$ cat src/rtl/dmaPkg.sv
package dmaPkg;
  localparam int CNT_W       = 16;
  localparam int WORD_W      = 32;
  localparam int DESC_WORDS  = 4;
  localparam int VALID_BIT   = 0;
  localparam int SRCINC_BIT  = 10;
  localparam int DSTINC_BIT  = 11;
  localparam int STEPSEL_BIT = 12;
  localparam int STEP_LSB    = 13;

  typedef enum logic [2:0] {
    S_IDLE, S_FETCH, S_CHECK, S_WAIT, S_READ, S_WRITE, S_WBACK
  } dmaState_t;

  typedef enum logic [1:0] {BUS_DESC, BUS_SRC, BUS_DST, BUS_WB} busSel_t;

  typedef struct packed {
    logic     loadWord;
    logic     startXfer;
    logic     captureData;
    logic     advance;
    busSel_t  busSel;
    logic [1:0] wordIdx;
  } dmaStrobe_t;
endpackage

$ cat src/rtl/dmaRegs.sv
module dmaRegs #(
  parameter int ADDR_W = 32
) (
  input  logic              clk,
  input  logic              rstN,
  input  logic              regWr,
  input  logic [2:0]        regAddr,
  input  logic [31:0]       regWdata,
  output logic [31:0]       regRdata,
  input  logic              clrEnable,
  input  logic              setFlag,
  output logic              globalEn,
  output logic              chEnable,
  output logic [1:0]        beatSize,
  output logic [ADDR_W-1:0] descBase,
  output logic [ADDR_W-1:0] wbBase,
  output logic              flagTc,
  output logic              irq
);
  logic intEn;

  always_ff @(posedge clk or negedge rstN) begin
    if (!rstN) begin
      globalEn <= 1'b0;
      chEnable <= 1'b0;
      beatSize <= 2'd0;
      descBase <= '0;
      wbBase   <= '0;
      intEn    <= 1'b0;
      flagTc   <= 1'b0;
    end else begin
      if (regWr) begin
        case (regAddr)
          3'd0: globalEn <= regWdata[0];
          3'd1: if (!globalEn) descBase <= {regWdata[ADDR_W-1:4], 4'b0};
          3'd2: if (!globalEn) wbBase <= {regWdata[ADDR_W-1:4], 4'b0};
          3'd3: begin
            chEnable <= regWdata[0];
            beatSize <= regWdata[2:1];
          end
          3'd4: intEn <= regWdata[0];
          3'd5: if (regWdata[0]) flagTc <= 1'b0;
          default: ;
        endcase
      end
      if (clrEnable) chEnable <= 1'b0;
      if (setFlag) flagTc <= 1'b1;
    end
  end

  always_comb begin
    case (regAddr)
      3'd0: regRdata = {31'b0, globalEn};
      3'd1: regRdata = 32'(descBase);
      3'd2: regRdata = 32'(wbBase);
      3'd3: regRdata = {29'b0, beatSize, chEnable};
      3'd4: regRdata = {31'b0, intEn};
      3'd5: regRdata = {31'b0, flagTc};
      default: regRdata = '0;
    endcase
  end

  assign irq = flagTc & intEn;
endmodule

$ cat src/rtl/dmaCtrl.sv
module dmaCtrl
  import dmaPkg::*;
(
  input  logic       clk,
  input  logic       rstN,
  input  logic       globalEn,
  input  logic       chEnable,
  input  logic       trigger,
  input  logic       memAck,
  input  logic       descValid,
  input  logic       cntZero,
  input  logic       cntOne,
  output dmaStrobe_t strobe,
  output logic       memReq,
  output logic       memWe,
  output logic       clrEnable,
  output logic       setFlag,
  output dmaState_t  ctrlState,
  output logic       pending
);
  localparam logic [1:0] LAST_IDX = 2'(DESC_WORDS - 1);

  dmaState_t  nextState;
  logic [1:0] wordIdx, nextIdx;
  logic       consume;

  always_comb begin
    strobe         = '0;
    strobe.wordIdx = wordIdx;
    strobe.busSel  = BUS_DESC;
    memReq    = 1'b0;
    memWe     = 1'b0;
    clrEnable = 1'b0;
    setFlag   = 1'b0;
    consume   = 1'b0;
    nextState = ctrlState;
    nextIdx   = wordIdx;
    case (ctrlState)
      S_IDLE: if (globalEn && chEnable) begin
        nextState = S_FETCH;
        nextIdx   = '0;
      end
      S_FETCH: begin
        memReq = 1'b1;
        if (memAck) begin
          strobe.loadWord = 1'b1;
          if (wordIdx == LAST_IDX) nextState = S_CHECK;
          else nextIdx = wordIdx + 2'd1;
        end
      end
      S_CHECK: begin
        if (!descValid) begin
          clrEnable = 1'b1;
          nextState = S_IDLE;
        end else begin
          strobe.startXfer = 1'b1;
          nextIdx   = '0;
          nextState = cntZero ? S_WBACK : S_WAIT;
        end
      end
      S_WAIT: begin
        if (!chEnable) nextState = S_IDLE;
        else if (trigger || pending) begin
          consume   = 1'b1;
          nextState = S_READ;
        end
      end
      S_READ: begin
        memReq = 1'b1;
        strobe.busSel = BUS_SRC;
        if (memAck) begin
          strobe.captureData = 1'b1;
          nextState = S_WRITE;
        end
      end
      S_WRITE: begin
        memReq = 1'b1;
        memWe  = 1'b1;
        strobe.busSel = BUS_DST;
        if (memAck) begin
          strobe.advance = 1'b1;
          nextIdx = '0;
          if (cntOne) nextState = S_WBACK;
          else if (!chEnable) nextState = S_IDLE;
          else nextState = S_WAIT;
        end
      end
      S_WBACK: begin
        memReq = 1'b1;
        memWe  = 1'b1;
        strobe.busSel = BUS_WB;
        if (memAck) begin
          if (wordIdx == LAST_IDX) begin
            setFlag   = 1'b1;
            clrEnable = 1'b1;
            nextState = S_IDLE;
          end else nextIdx = wordIdx + 2'd1;
        end
      end
      default: nextState = S_IDLE;
    endcase
  end

  always_ff @(posedge clk or negedge rstN) begin
    if (!rstN) begin
      ctrlState <= S_IDLE;
      wordIdx   <= '0;
      pending   <= 1'b0;
    end else begin
      ctrlState <= nextState;
      wordIdx   <= nextIdx;
      if (ctrlState == S_IDLE) pending <= 1'b0;
      else if (consume) pending <= pending & trigger;
      else if (trigger) pending <= 1'b1;
    end
  end
endmodule

$ cat src/rtl/dmaDatapath.sv
module dmaDatapath
  import dmaPkg::*;
#(
  parameter int ADDR_W = 32
) (
  input  logic              clk,
  input  logic              rstN,
  input  dmaStrobe_t        strobe,
  input  logic [31:0]       memRdata,
  input  logic [1:0]        beatSize,
  input  logic [ADDR_W-1:0] descBase,
  input  logic [ADDR_W-1:0] wbBase,
  output logic [ADDR_W-1:0] memAddr,
  output logic [31:0]       memWdata,
  output logic [1:0]        memSize,
  output logic              descValid,
  output logic              cntZero,
  output logic              cntOne
);
  localparam int SIDES = 2;

  logic [15:0]       ctrlWord;
  logic [CNT_W-1:0]  count;
  logic [ADDR_W-1:0] nextDesc;
  logic [31:0]       beatData;
  logic [1:0]        beatShift;
  logic [ADDR_W-1:0] sideAddr [SIDES];
  logic [ADDR_W-1:0] wordOffset;

  assign beatShift  = (beatSize == 2'd0) ? 2'd0 : (beatSize == 2'd1) ? 2'd1 : 2'd2;
  assign wordOffset = ADDR_W'({strobe.wordIdx, 2'b00});

  genvar s;
  generate
    for (s = 0; s < SIDES; s++) begin : g_side
      localparam int   INC_BIT    = (s == 0) ? SRCINC_BIT : DSTINC_BIT;
      localparam logic STEP_MATCH = (s == 0) ? 1'b1 : 1'b0;
      localparam logic [1:0] FIELD_IDX = 2'(s + 1);
      logic [ADDR_W-1:0] addrQ;
      logic [3:0]        shiftAmt;
      assign shiftAmt = {2'b0, beatShift} +
        ((ctrlWord[STEPSEL_BIT] == STEP_MATCH) ? {1'b0, ctrlWord[STEP_LSB+:3]} : 4'd0);
      always_ff @(posedge clk or negedge rstN) begin
        if (!rstN) addrQ <= '0;
        else if (strobe.loadWord && strobe.wordIdx == FIELD_IDX) addrQ <= ADDR_W'(memRdata);
        else if (strobe.startXfer && ctrlWord[INC_BIT])
          addrQ <= addrQ - (ADDR_W'(count) << shiftAmt);
        else if (strobe.advance && ctrlWord[INC_BIT])
          addrQ <= addrQ + (ADDR_W'(1) << shiftAmt);
      end
      assign sideAddr[s] = addrQ;
    end
  endgenerate

  always_ff @(posedge clk or negedge rstN) begin
    if (!rstN) begin
      ctrlWord <= '0;
      count    <= '0;
      nextDesc <= '0;
      beatData <= '0;
    end else begin
      if (strobe.loadWord && strobe.wordIdx == 2'd0) begin
        ctrlWord <= memRdata[15:0];
        count    <= memRdata[31:16];
      end
      if (strobe.loadWord && strobe.wordIdx == 2'd3) nextDesc <= ADDR_W'(memRdata);
      if (strobe.captureData) beatData <= memRdata;
      if (strobe.advance) count <= count - 1'b1;
    end
  end

  assign descValid = ctrlWord[VALID_BIT];
  assign cntZero   = (count == '0);
  assign cntOne    = (count == CNT_W'(1));

  always_comb begin
    memSize = 2'd2;
    case (strobe.busSel)
      BUS_DESC: memAddr = descBase + wordOffset;
      BUS_SRC: begin memAddr = sideAddr[0]; memSize = beatShift; end
      BUS_DST: begin memAddr = sideAddr[1]; memSize = beatShift; end
      default: memAddr = wbBase + wordOffset;
    endcase
    case (strobe.wordIdx)
      2'd0: memWdata = {count, ctrlWord};
      2'd1: memWdata = 32'(sideAddr[0]);
      2'd2: memWdata = 32'(sideAddr[1]);
      default: memWdata = 32'(nextDesc);
    endcase
    if (strobe.busSel == BUS_DST) memWdata = beatData;
  end
endmodule

$ cat src/rtl/dmaChannel.sv
module dmaChannel
  import dmaPkg::*;
#(
  parameter int ADDR_W = 32
) (
  input  logic              clk,
  input  logic              rstN,
  input  logic              regWr,
  input  logic [2:0]        regAddr,
  input  logic [31:0]       regWdata,
  output logic [31:0]       regRdata,
  input  logic              trigger,
  output logic              memReq,
  output logic              memWe,
  output logic [1:0]        memSize,
  output logic [ADDR_W-1:0] memAddr,
  output logic [31:0]       memWdata,
  input  logic [31:0]       memRdata,
  input  logic              memAck,
  output logic              irq
);
  dmaStrobe_t        strobe;
  dmaState_t         ctrlState;
  logic              globalEn, chEnable, flagTc, pending;
  logic              clrEnable, setFlag, descValid, cntZero, cntOne;
  logic [1:0]        beatSize;
  logic [ADDR_W-1:0] descBase, wbBase;

  dmaRegs #(.ADDR_W(ADDR_W)) u_regs (
    .clk(clk), .rstN(rstN), .regWr(regWr), .regAddr(regAddr),
    .regWdata(regWdata), .regRdata(regRdata), .clrEnable(clrEnable),
    .setFlag(setFlag), .globalEn(globalEn), .chEnable(chEnable),
    .beatSize(beatSize), .descBase(descBase), .wbBase(wbBase),
    .flagTc(flagTc), .irq(irq)
  );

  dmaCtrl u_ctrl (
    .clk(clk), .rstN(rstN), .globalEn(globalEn), .chEnable(chEnable),
    .trigger(trigger), .memAck(memAck), .descValid(descValid),
    .cntZero(cntZero), .cntOne(cntOne), .strobe(strobe), .memReq(memReq),
    .memWe(memWe), .clrEnable(clrEnable), .setFlag(setFlag),
    .ctrlState(ctrlState), .pending(pending)
  );

  dmaDatapath #(.ADDR_W(ADDR_W)) u_dp (
    .clk(clk), .rstN(rstN), .strobe(strobe), .memRdata(memRdata),
    .beatSize(beatSize), .descBase(descBase), .wbBase(wbBase),
    .memAddr(memAddr), .memWdata(memWdata), .memSize(memSize),
    .descValid(descValid), .cntZero(cntZero), .cntOne(cntOne)
  );
endmodule

$ cat config.mk
export PLATFORM = sky130hd
export DESIGN_NAME = dmaChannel
export DESIGN_NICKNAME = d
export VERILOG_FILES = /design/src/rtl/dmaPkg.sv /design/src/rtl/dmaRegs.sv /design/src/rtl/dmaCtrl.sv /design/src/rtl/dmaDatapath.sv /design/src/rtl/dmaChannel.sv
export SDC_FILE = /design/constraint.sdc
export NUM_CORES = 1
export LEC_CHECK = 0
export ABC_AREA = 1
export BUFFER_PORTS_ARGS = -buffer_cell sky130_fd_sc_hd__buf_2
export CAP_MARGIN = 10
export CELL_PAD_IN_SITES_DETAIL_PLACEMENT = 1
export CELL_PAD_IN_SITES_GLOBAL_PLACEMENT = 1
export CORE_MARGIN = 2
export CORE_UTILIZATION = 43
export CTS_CLUSTER_DIAMETER = 100
export CTS_CLUSTER_SIZE = 12
export DETAILED_ROUTE_END_ITERATION = 8
export GPL_TIMING_DRIVEN = 0
export PLACE_DENSITY_LB_ADDON = 0.05
export SETUP_SLACK_MARGIN = 0.15
export SYNTH_ARGS = -nofsm -noshare
export SYNTH_HDL_FRONTEND = slang
export SYNTH_HIERARCHICAL = 1
export SYNTH_SLANG_ARGS = --single-unit
$ cat constraint.sdc
create_clock -name clk -period 5.25 [get_ports clk]
set_clock_uncertainty 0.15 [all_clocks]
set_input_delay 0.7875 -clock clk [delete_from_list [all_inputs] [get_ports clk]]
set_output_delay 0.7875 -clock clk [all_outputs]
set_load 0.03 [all_outputs]
# After elaboration in Yosys (flattened, before gate mapping)
# Index checks and enable logic that the tools add are counted.
# op_classes
addsub	10
n_mul	0
div_mod_pow	0
n_lt_le_gt_ge	0
eq_ne	29
shift	4
mux	64
bitwise_logic	3
reduce_logical	39
# ops
operator	count
two-way mux 32 bit	7
one-hot mux 32 bit (3 select lines)	2
one-hot mux 32 bit (6 select lines)	1
adder 32 bit	2
adder 32 x 4 -> 32 bit	2
left shift 1 x 4 -> 32 bit (first input constant)	2
left shift 16 x 4 -> 32 bit	2
subtractor 32 bit	2
two-way mux 3 bit	14
two-way mux 16 bit	2
two-way mux 1 bit	25
one-hot mux 3 bit (7 select lines)	1
two-way mux 2 bit	9
equality test 16 x 1 -> 1 bit (second input constant)	1
zero test 16 bit	1
subtractor 16 x 1 -> 16 bit (second input constant)	1
equality test 3 bit (second input constant)	5
equality test 3 x 2 -> 1 bit (second input constant)	4
nonzero test 2 bit	6
!= test 2 x 1 -> 1 bit (second input constant)	5
!= test 2 bit (second input constant)	5
logical AND 1 bit	9
AND reduction 3 bit	3
nonzero test 3 bit	3
other kinds (20)	35
# totals
reg_bits	228
latch_bits	0
ram_bits	0
romBits	0
inputBits	72
output_inout_bits	101
elab_cells	165
mem_count	0

# Longest topological paths before layout
# Gate-level depths: netlist (run 1).
# logic_depth
word_depth	9
ltp_mapped	33
mapped_depth_nobuf	32

# Hierarchy
# Netlist (run 1), hierarchy kept.
# modules_own_cells
mod	n_inst	cells_each	area_per_inst_um2	seq_area_each_um2
dmaDatapath	1	2804	16819.9	4003.8
dmaRegs	1	395	3022.9	1551.5
dmaCtrl	1	114	723.2	150.1

# Least setup slack after synthesis (run 1)
# Ideal clock, no wire load.
# synth_timing
path_kind	reg-to-reg
from	reg u_dp.ctrlWord[12]
to	reg u_dp.g_side[1].addrQ[28]
setup_ns	0.117
arrival_time_ns	3.533
required_time_ns	4.983
path_slack_ns	1.449
path_stages_with_launch	28
n_path_buf	2
period_less_slack_ns	3.801
path_cell_list	dfrtp_1 inv_2 nand3_2 nand2_1 inv_1 ha_1 inv_1 clkbuf_1 nand2_2 inv_1 nand3_1 ha_1 clkbuf_1 nand2_1 inv_1 nand3_1 nand2_1 nand2_1 nand2_1 ha_1 nand2_1 inv_1 a21oi_1 o21ai_0 a21oi_1 nand3_1 nand3_1 nand2_1
# synth_via
elab_chain_cells	7
word_cells_on_any_way	9
cone_classes	3 x add/sub; 2 x shift; 4 x mux
# synth_rtl
element	line_no	source
from (decl)	dmaDatapath.sv:22	logic [15:0] ctrlWord;
from (signal assigned)	dmaDatapath.sv:63	ctrlWord <= memRdata[15:0];
two-way mux 3 bit *	dmaDatapath.sv:42	((ctrlWord[STEPSEL_BIT] == STEP_MATCH) ? {1'b0, ctrlWord[STEP_LSB+:3]} : 4'd0);
adder 2 x 4 -> 4 bit *	dmaDatapath.sv:41	assign shiftAmt = {2'b0, beatShift} +
branches (longest 3 deep; another with subtractor 32 bit)	n/a	
two-way mux 32 bit *	dmaDatapath.sv:46	else if (strobe.startXfer && ctrlWord[INC_BIT])
two-way mux 32 bit *	dmaDatapath.sv:45	else if (strobe.loadWord && strobe.wordIdx == FIELD_IDX) addrQ <= ADDR_W'(memRdata);
to (signal assigned)	dmaDatapath.sv:45	
to (signal assigned)	dmaDatapath.sv:47	addrQ <= addrQ - (ADDR_W'(count) << shiftAmt);
to (signal assigned)	dmaDatapath.sv:49	addrQ <= addrQ + (ADDR_W'(1) << shiftAmt);
to (decl)	dmaDatapath.sv:39	logic [ADDR_W-1:0] addrQ;
# Mark *: on every way between the ends. The select of a mux whose other input is x is not followed.
# A chain may end at the register's enable or synchronous reset.

# Worst setup path in the final report (run 1)
# layout_timing
from	reg u_dp.ctrlWord[12]
to	reg u_dp.g_side[0].addrQ[16]
# layout_via
elab_chain_cells	7
word_cells_on_any_way	9
cone_classes	3 x add/sub; 2 x shift; 4 x mux
# layout_rtl
element	line_no
two-way mux 3 bit *	dmaDatapath.sv:42
adder 2 x 4 -> 4 bit *	dmaDatapath.sv:41
branches (longest 3 deep; another with subtractor 32 bit)	n/a
two-way mux 32 bit *	dmaDatapath.sv:46
two-way mux 32 bit *	dmaDatapath.sv:45
to (signal assigned)	dmaDatapath.sv:45
to (signal assigned)	dmaDatapath.sv:47
to (signal assigned)	dmaDatapath.sv:49
to (decl)	dmaDatapath.sv:39
# Marked as above.

==> flow_metrics.py, run 1 <==
metrics = {
    "placed_design": {
        "dpl.hpwl_mm": 79.02,
        "gp_congestion": 1.002,
        "place_area_mm2": 0.02228,
        "preCtsSetupSlack_ns": -0.4128,
        "placedCellCount": 4107,
        "numPortBuffers": 169,
    },
    "cells_and_area": {
        "drive_gt1_share_pct": 12.39,
        "synthToLayoutAreaGrowth_pct": 12.46,
        "final_area_mm2": 0.02313,
        "final_cells": 4142,
        "nets": 3678,
        "antennaDiodeCount": 0,
    },
    "critical_path": {
        "reg2reg_from": "u_dp/ctrlWord[12]$_DFFE_PN0P_",
        "reg2reg_depth": 21,
        "required_ns": 5.52,
        "r2r-end": "u_dp/g_side[0].addrQ[16]$_DFFE_PN0P_",
        "slowest_stage": "o21ai_0",
        "start_kind": "register",
        "cp-end-kind": "register",
        "path_cells": "inv_2 -> o21ai_4 -> nand2_1 -> inv_1 -> ha_1 -> inv_1 -> clkbuf_1 -> o21ai_0 -> nand2_1 -> o21ai_0 -> o21ai_0 -> ha_1 -> nand2_1 -> inv_1 -> a21oi_1 -> nand2_1 -> nand2_1 -> nand3_1 -> or2_2 -> nand3_1 -> nand3_1",
        "path_class": "reg -> reg",
        "cp.arrival_ns": 5.08,
        "r2r_slack_ns": 0.44,
        "path_common_cell": "nand2_1",
        "max_stage_delay_ns": 0.62,
        "critPathMaxFanout": 10,
    },
    "hold_path": {
        "min_to": "u_regs/beatSize[0]$_DFFE_PN0P_",
        "min-delay-start": "regWdata[1]",
        "min_path_type": "in -> reg",
        "min_path_cells": 3,
    },
    "sta": {
        "tightest_slew_ns": 1.115,
        "fin_crit_ns": 4.812,
        "slew_headroom_pct": 23.76,
        "fin_ws_ns": 0.4384,
        "rsz0062_at_grt": "false",
        "finalHoldViolations": 0,
        "hold_ws_ns": 0.2866,
        "fmax_mhz": 207.8,
        "maxSlewViolCount": 0,
        "setup_violations": 0,
        "timing.final.crit_share_pct": 91.65,
    },
    "clock_tree": {
        "clock-sinks": 228,
        "cts_tree": "done",
        "clock_path_buffers": 3,
        "numCtsBuffers": 23,
        "clk_pin_slew_ns": 0.06,
        "clockRootBuffer": "clkbuf_16",
        "clock_latency_ns": 0.58,
        "htreeDepth": 1,
    },
    "global_route": {
        "grt_pass1_wl_mm": 144.4,
        "grt-ovfl-total": 0,
        "antenna_found_initial": 2,
        "grt_use_total_pct": 37.94,
        "grt_pass1_vias": 24330,
        "grt_max_degree": 105,
    },
    "logic_synthesis": {
        "ys_seq_area_share_pct": 27.74,
        "synth.avg_cell_area_um2": 6.208,
        "synth.most_common_cell": "nand2_1",
        "yosysWarnings": 6,
        "synth_edf_count": 0,
        "syn-instance-count": 3313,
        "synthTopCellsByCount": "nand2_1, inv_1, o21ai_0",
        "synth-seq-cells": 228,
        "synth_area_leaders": "dfrtp_1, nand2_1, inv_1",
        "ys.flop_type": "dfrtp_1",
        "syn_area_mm2": 0.02057,
        "async_reset_ff_share_pct": 100.0,
        "yosysTopAreaCell": "dfrtp_1",
        "synth_top_area_share_pct": 27.74,
        "synth_cell_type_count": 59,
    },
    "detailed_routing": {
        "via_per_inst": 5.852,
        "drc": 0,
        "routedWlPerCell_um": 23.13,
        "drtIter0Drc": 1983,
        "vias": 24240,
        "drtAntennaViolNets": 0,
        "dr.pass1.iters": 5,
        "wl_mm": 95.79,
    },
    "floorplanning": {
        "initial_utilization_pct": 43.35,
        "die_w_um": 222.7,
        "rows": 80,
        "pin_count": 173,
        "dieHeight_um": 222.7,
        "die-area_mm2": 0.04959,
        "core_mm2": 0.04745,
    },
    "job": {
        "cap_violations": 0,
    },
    "power_and_ir_drop": {
        "p_leak_nw": 12.34,
        "peakVddDrop_uv": 342.4,
        "power_density_mw_per_mm2": 685.9,
    },
    "run_status": {
        "outcome": "finished, final reports clean",
    },
}
-- area by class of cell --
class	count	area (um2)
plain buffers	139	759.5
clock buffers	24	579.3
clock inverters	4	85.08
fillers	6604	24320
inverters	464	1763
multi-input cells	2490	12490
flip-flops and latches	228	5707
well taps	615	769.5
repair buffers	178	975.9
-- metrics by stage --
stage / utilization, % / power, W / setup TNS [ns]
2_1_floorplan: - / 0.01007 / 0
3_3_place_gp: 46.81 / 0.01349 / -231.65
3_5_place_dp: 46.95 / 0.01380 / -5.537
4_1_cts: 48.42 / 0.01553 / 0
5_1_grt: 48.75 / 0.01699 / 0
6_report: 48.75 / 0.01586 / 0
-- layer usage --
metal  up-vias  global-route usage (%)  wire (um)
met5         -                  0.2933         25
met4         4                   15.78       4583
met3       250                   5.766       7138
met2      1000                   62.85      44180
met1     11900                   49.35      39860
li1      11090                       -          -
-- cell usage in the layout (no fill, tap or decap), types with 20 or more instances in the layout --
master / count
o21ai_0: 261
xnor2_1: 23
nand3_1: 238
o22ai_1: 76
dfrtp_1: 227
nand2_2: 45
buf_4: 28
inv_1: 438
nand2_1: 1168
nand4_1: 20
buf_2: 211
a21oi_1: 115
nor2_1: 196
clkbuf_16: 23
nor2_2: 20
o221ai_1: 34
clkbuf_1: 54
ha_1: 79
-- how the worst max path moves through the flow --
stage	depth (start not counted)	start	endpoint	slack [ns]
after floorplan	27	u_dp/ctrlWord[12]$_DFFE_PN0P_	u_dp/g_side[1].addrQ[28]$_DFFE_PN0P_	1.45
after global placement	1	rstN	u_regs/descBase[15]$_DFFE_PN0P_	-1.03
after detailed placement	26	u_regs/beatSize[1]$_DFFE_PN0P_	u_dp/g_side[1].addrQ[28]$_DFFE_PN0P_	-0.41
after CTS	29	u_regs/beatSize[1]$_DFFE_PN0P_	u_dp/g_side[0].addrQ[16]$_DFFE_PN0P_	0.21
after global routing	29	u_dp/ctrlWord[12]$_DFFE_PN0P_	u_dp/g_side[0].addrQ[29]$_DFFE_PN0P_	0.12
final	21	u_dp/ctrlWord[12]$_DFFE_PN0P_	u_dp/g_side[0].addrQ[16]$_DFFE_PN0P_	0.44
-- registers in the layout, indices dropped and copies added (netlist names) --
name,flops
u_dp/g_side.addrQ,64
u_dp/beatData,32
u_dp/nextDesc,32
u_regs/descBase,28
u_regs/wbBase,28
u_dp/count,16
u_dp/ctrlWord,16
u_ctrl/ctrlState,3
u_ctrl/wordIdx,2
u_regs/beatSize,2
u_ctrl/pending,1
u_regs/chEnable,1
u_regs/flagTc,1
u_regs/globalEn,1
u_regs/intEn,1
-- logic make-up (layout without fill, tap and decap cells) --
| logic type | count (synthesis) | after routing | synth area share [%] |
|---|---|---|---|
| flip-flops | 228 | 228 | 27.74 |
| buffers and inverters | 603 | 809 | 12.20 |
| multiplexers | 6 | 6 | 0.3103 |
| AND/OR/NAND/NOR | 1764 | 1764 | 36.43 |
| adder cells (fa/ha/maj) | 82 | 82 | 5.098 |
| AO/OA/AOI/OAI | 595 | 595 | 16.75 |
| other | 1 | 9 | 0.01823 |
| XOR/XNOR | 34 | 34 | 1.448 |
-- critical path, delay by kind of cell, from the launching register on --
| family | cells | cell delay, ns |
|---|---|---|
| AO/OA/AOI/OAI | 5 | 1.41 |
| AND/OR/NAND/NOR | 9 | 1.12 |
| buffers and inverters | 5 | 0.80 |
| flip-flops | 1 | 0.51 |
| adder cells (fa/ha/maj) | 2 | 0.69 |
-- what timing repair did --
action                                  in CTS  in global routing
setup buffers                                0                  5
resized for setup                            8                 26
cloned                                       0                  0
endpoints found under the setup margin      51                 48
pin swaps                                    0                  1
hold buffers                                 1                  0
hold endpoints to repair                    30                  0
-- power breakdown --
part / internal (W) / leakage (nW) / switching (W) / total, W
combinational: 0.00328 / 9.17 / 0.00791 / 0.0112
clock: 0.000884 / 0.327 / 0.000750 / 0.00163
sequential: 0.00240 / 2.85 / 0.000644 / 0.00305
Power figures use the tool's default switching activity.
==> run 2, diff against run 1 <==
==> constraint.sdc (replaced) <==
create_clock -name clk -period 5.25 [get_ports clk]
set_clock_uncertainty 0.15 [all_clocks]
set_input_delay 0.2625 -clock clk [delete_from_list [all_inputs] [get_ports clk]]
set_output_delay 0.2625 -clock clk [all_outputs]
set_load 0.03 [all_outputs]
==> flow_metrics.py, run 2 (synthesized netlist as in run 1, its figures left out) <==
metrics = {
    "global_route": {
        "grt-ovfl-total": 0,
        "grt_pass1_wl_mm": 147.8,
        "grt_max_degree": 105,
        "grt_pass1_vias": 24810,
        "antenna_found_initial": 2,
        "grt_use_total_pct": 38.82,
    },
    "clock_tree": {
        "htreeDepth": 1,
        "clock-sinks": 228,
        "numCtsBuffers": 23,
        "clockRootBuffer": "clkbuf_16",
        "clk_pin_slew_ns": 0.07,
        "clock_latency_ns": 0.58,
        "clock_path_buffers": 3,
        "cts_tree": "done",
    },
    "sta": {
        "fin_crit_ns": 4.856,
        "slew_headroom_pct": 10.86,
        "tightest_slew_ns": 1.303,
        "finalHoldViolations": 0,
        "tns_ns": 0,
        "setup_violations": 0,
        "timing.final.crit_share_pct": 92.50,
        "fmax_mhz": 205.9,
        "maxSlewViolCount": 0,
        "rsz0062_at_grt": "false",
        "hold_ws_ns": 0.01953,
    },
    "cells_and_area": {
        "seqCellArea_mm2": 0.005707,
        "reg_top3": "u_dp/g_side.addrQ x64, u_dp/beatData x32, u_dp/nextDesc x32",
        "fillers": 6564,
        "multiInputGateArea_mm2": 0.01249,
        "final_common_cell": "nand2_1",
        "drive_gt1_share_pct": 12.18,
        "largest_reg_flops": 64,
        "layout_common_cells": "nand2_1, inv_1, o21ai_0",
        "nets": 3747,
        "final_area_mm2": 0.02383,
        "largest-register": "u_dp/g_side.addrQ",
        "synthToLayoutAreaGrowth_pct": 15.85,
        "utilization_pct": 50.22,
        "antennaDiodeCount": 0,
    },
    "critical_path": {
        "cp.arrival_ns": 5.14,
        "slowest_stage": "dfrtp_1",
        "critPathBufInv": 6,
        "max_stage_delay_ns": 0.39,
        "reg2reg_depth": 27,
        "cp-end-kind": "register",
        "path_class": "reg -> reg",
        "required_ns": 5.54,
        "crit_cells": 27,
        "critPathMaxFanout": 10,
        "start_kind": "register",
        "path_common_cell": "nand2_1",
        "crit_family": "simple AND/OR/NAND/NOR gates",
    },
    "detailed_routing": {
        "routedWlPerCell_um": 23.30,
        "via_per_inst": 5.849,
        "dr.pass1.iters": 5,
        "vias": 24630,
        "drtAntennaViolNets": 0,
        "drtIter0Drc": 2136,
        "drc": 0,
        "wl_mm": 98.10,
    },
    "placed_design": {
        "place_area_mm2": 0.02228,
        "dpl.hpwl_mm": 79.02,
        "numPortBuffers": 169,
        "gp_congestion": 1.002,
    },
    "hold_path": {
        "min_path_type": "in -> async",
    },
    "power_and_ir_drop": {
        "power_density_mw_per_mm2": 669.9,
        "total_power_w": 0.01596,
        "peakVddDrop_uv": 306.5,
        "p_leak_nw": 12.63,
    },
    "run_status": {
        "outcome": "finished, final reports clean",
    },
    "floorplanning": {
        "die-area_mm2": 0.04959,
        "die_w_um": 222.7,
        "core_mm2": 0.04745,
        "initial_utilization_pct": 43.35,
        "rows": 80,
        "dieHeight_um": 222.7,
        "pin_count": 173,
    },
    "job": {
        "cap_violations": 0,
    },
}
[run 2: timing repair]
action / CTS / global route
setup endpoints to repair: 51 / 46
setup buffers: 0 / 5
hold endpoints to repair: 371 / 0
pin swaps: 0 / 1
hold buffers: 70 / 0
resized for setup: 8 / 27
[run 2: worst reg2reg max path: stages (launching register included)]
cell and delay, ns:
dfrtp_1 0.39, inv_1 0.14, nor2_4 0.06, buf_12 0.14, ha_1 0.22, inv_1 0.06, nand2_1 0.06, nand3_1 0.25
buf_4 0.26, buf_2 0.24, nand3_1 0.18, ha_1 0.22, clkbuf_2 0.17, xor2_1 0.19, a22oi_2 0.34, ha_1 0.38
nand2_1 0.13, nand2_1 0.06, nand2_1 0.06, nand2_1 0.09, nand2_1 0.08, nand2_1 0.13, nand2_1 0.10, nand2_1 0.17
nand2_1 0.14, nand3_1 0.08, nand3_1 0.14, nand2_1 0.08
[run 2: path summary, 6_finish.rpt]
| check | startpoint | end | slack (ns) |
|---|---|---|---|
| setup / recovery | u_regs/beatSize[0]$_DFFE_PN0P_ | u_dp/g_side[1].addrQ[28]$_DFFE_PN0P_ | 0.39 |
| hold / removal | rstN | u_dp/beatData[19]$_DFFE_PN0P_ | 0.02 |
| setup reg to reg | u_regs/beatSize[0]$_DFFE_PN0P_ | u_dp/g_side[1].addrQ[28]$_DFFE_PN0P_ | 0.39 |
| hold reg to reg | u_dp/ctrlWord[3]$_DFFE_PN0P_ | u_dp/ctrlWord[3]$_DFFE_PN0P_ | 0.34 |
| max in group asynchronous | rstN | u_dp/g_side[0].addrQ[31]$_DFFE_PN0P_ | 4.08 |
| min in group clk | regWdata[2] | u_regs/beatSize[1]$_DFFE_PN0P_ | 0.32 |
[run 2: routing by layer]
layer  track usage, %  vias up  part of all wire (%)
met4            15.31        4                   4.7
met2            65.07     1060                    47
met3            5.938      263                   7.3
li1                 -    11230                     -
met1            50.18    12080                    41
met5           0.2933        -                 0.020
[run 2: through the flow]
stage / std cells / worst slack, ns
5_1_grt: 4211 / 0.07548
4_1_cts: 4205 / 0.2059
2_1_floorplan: 3321 / 1.449
6_report: 4211 / 0.3939
3_3_place_gp: 4105 / -0.5054
3_5_place_dp: 4107 / -0.4128
[run 2: report_power, final]
part           internal (W)  switching [W]  leakage, nW
clock              0.000884       0.000754        0.327
combinational       0.00331        0.00795         9.45
sequential          0.00240       0.000650         2.85
[run 2: area by class of cell]
cell class              instances  area share [%]
clock buffers                  24           2.431
plain buffers                 139           3.193
well taps                     615           3.230
clock inverters                 4          0.3571
multi-input cells            2490           52.44
inverters                     464           7.399
repair buffers                247           6.995
flip-flops and latches        228           23.95
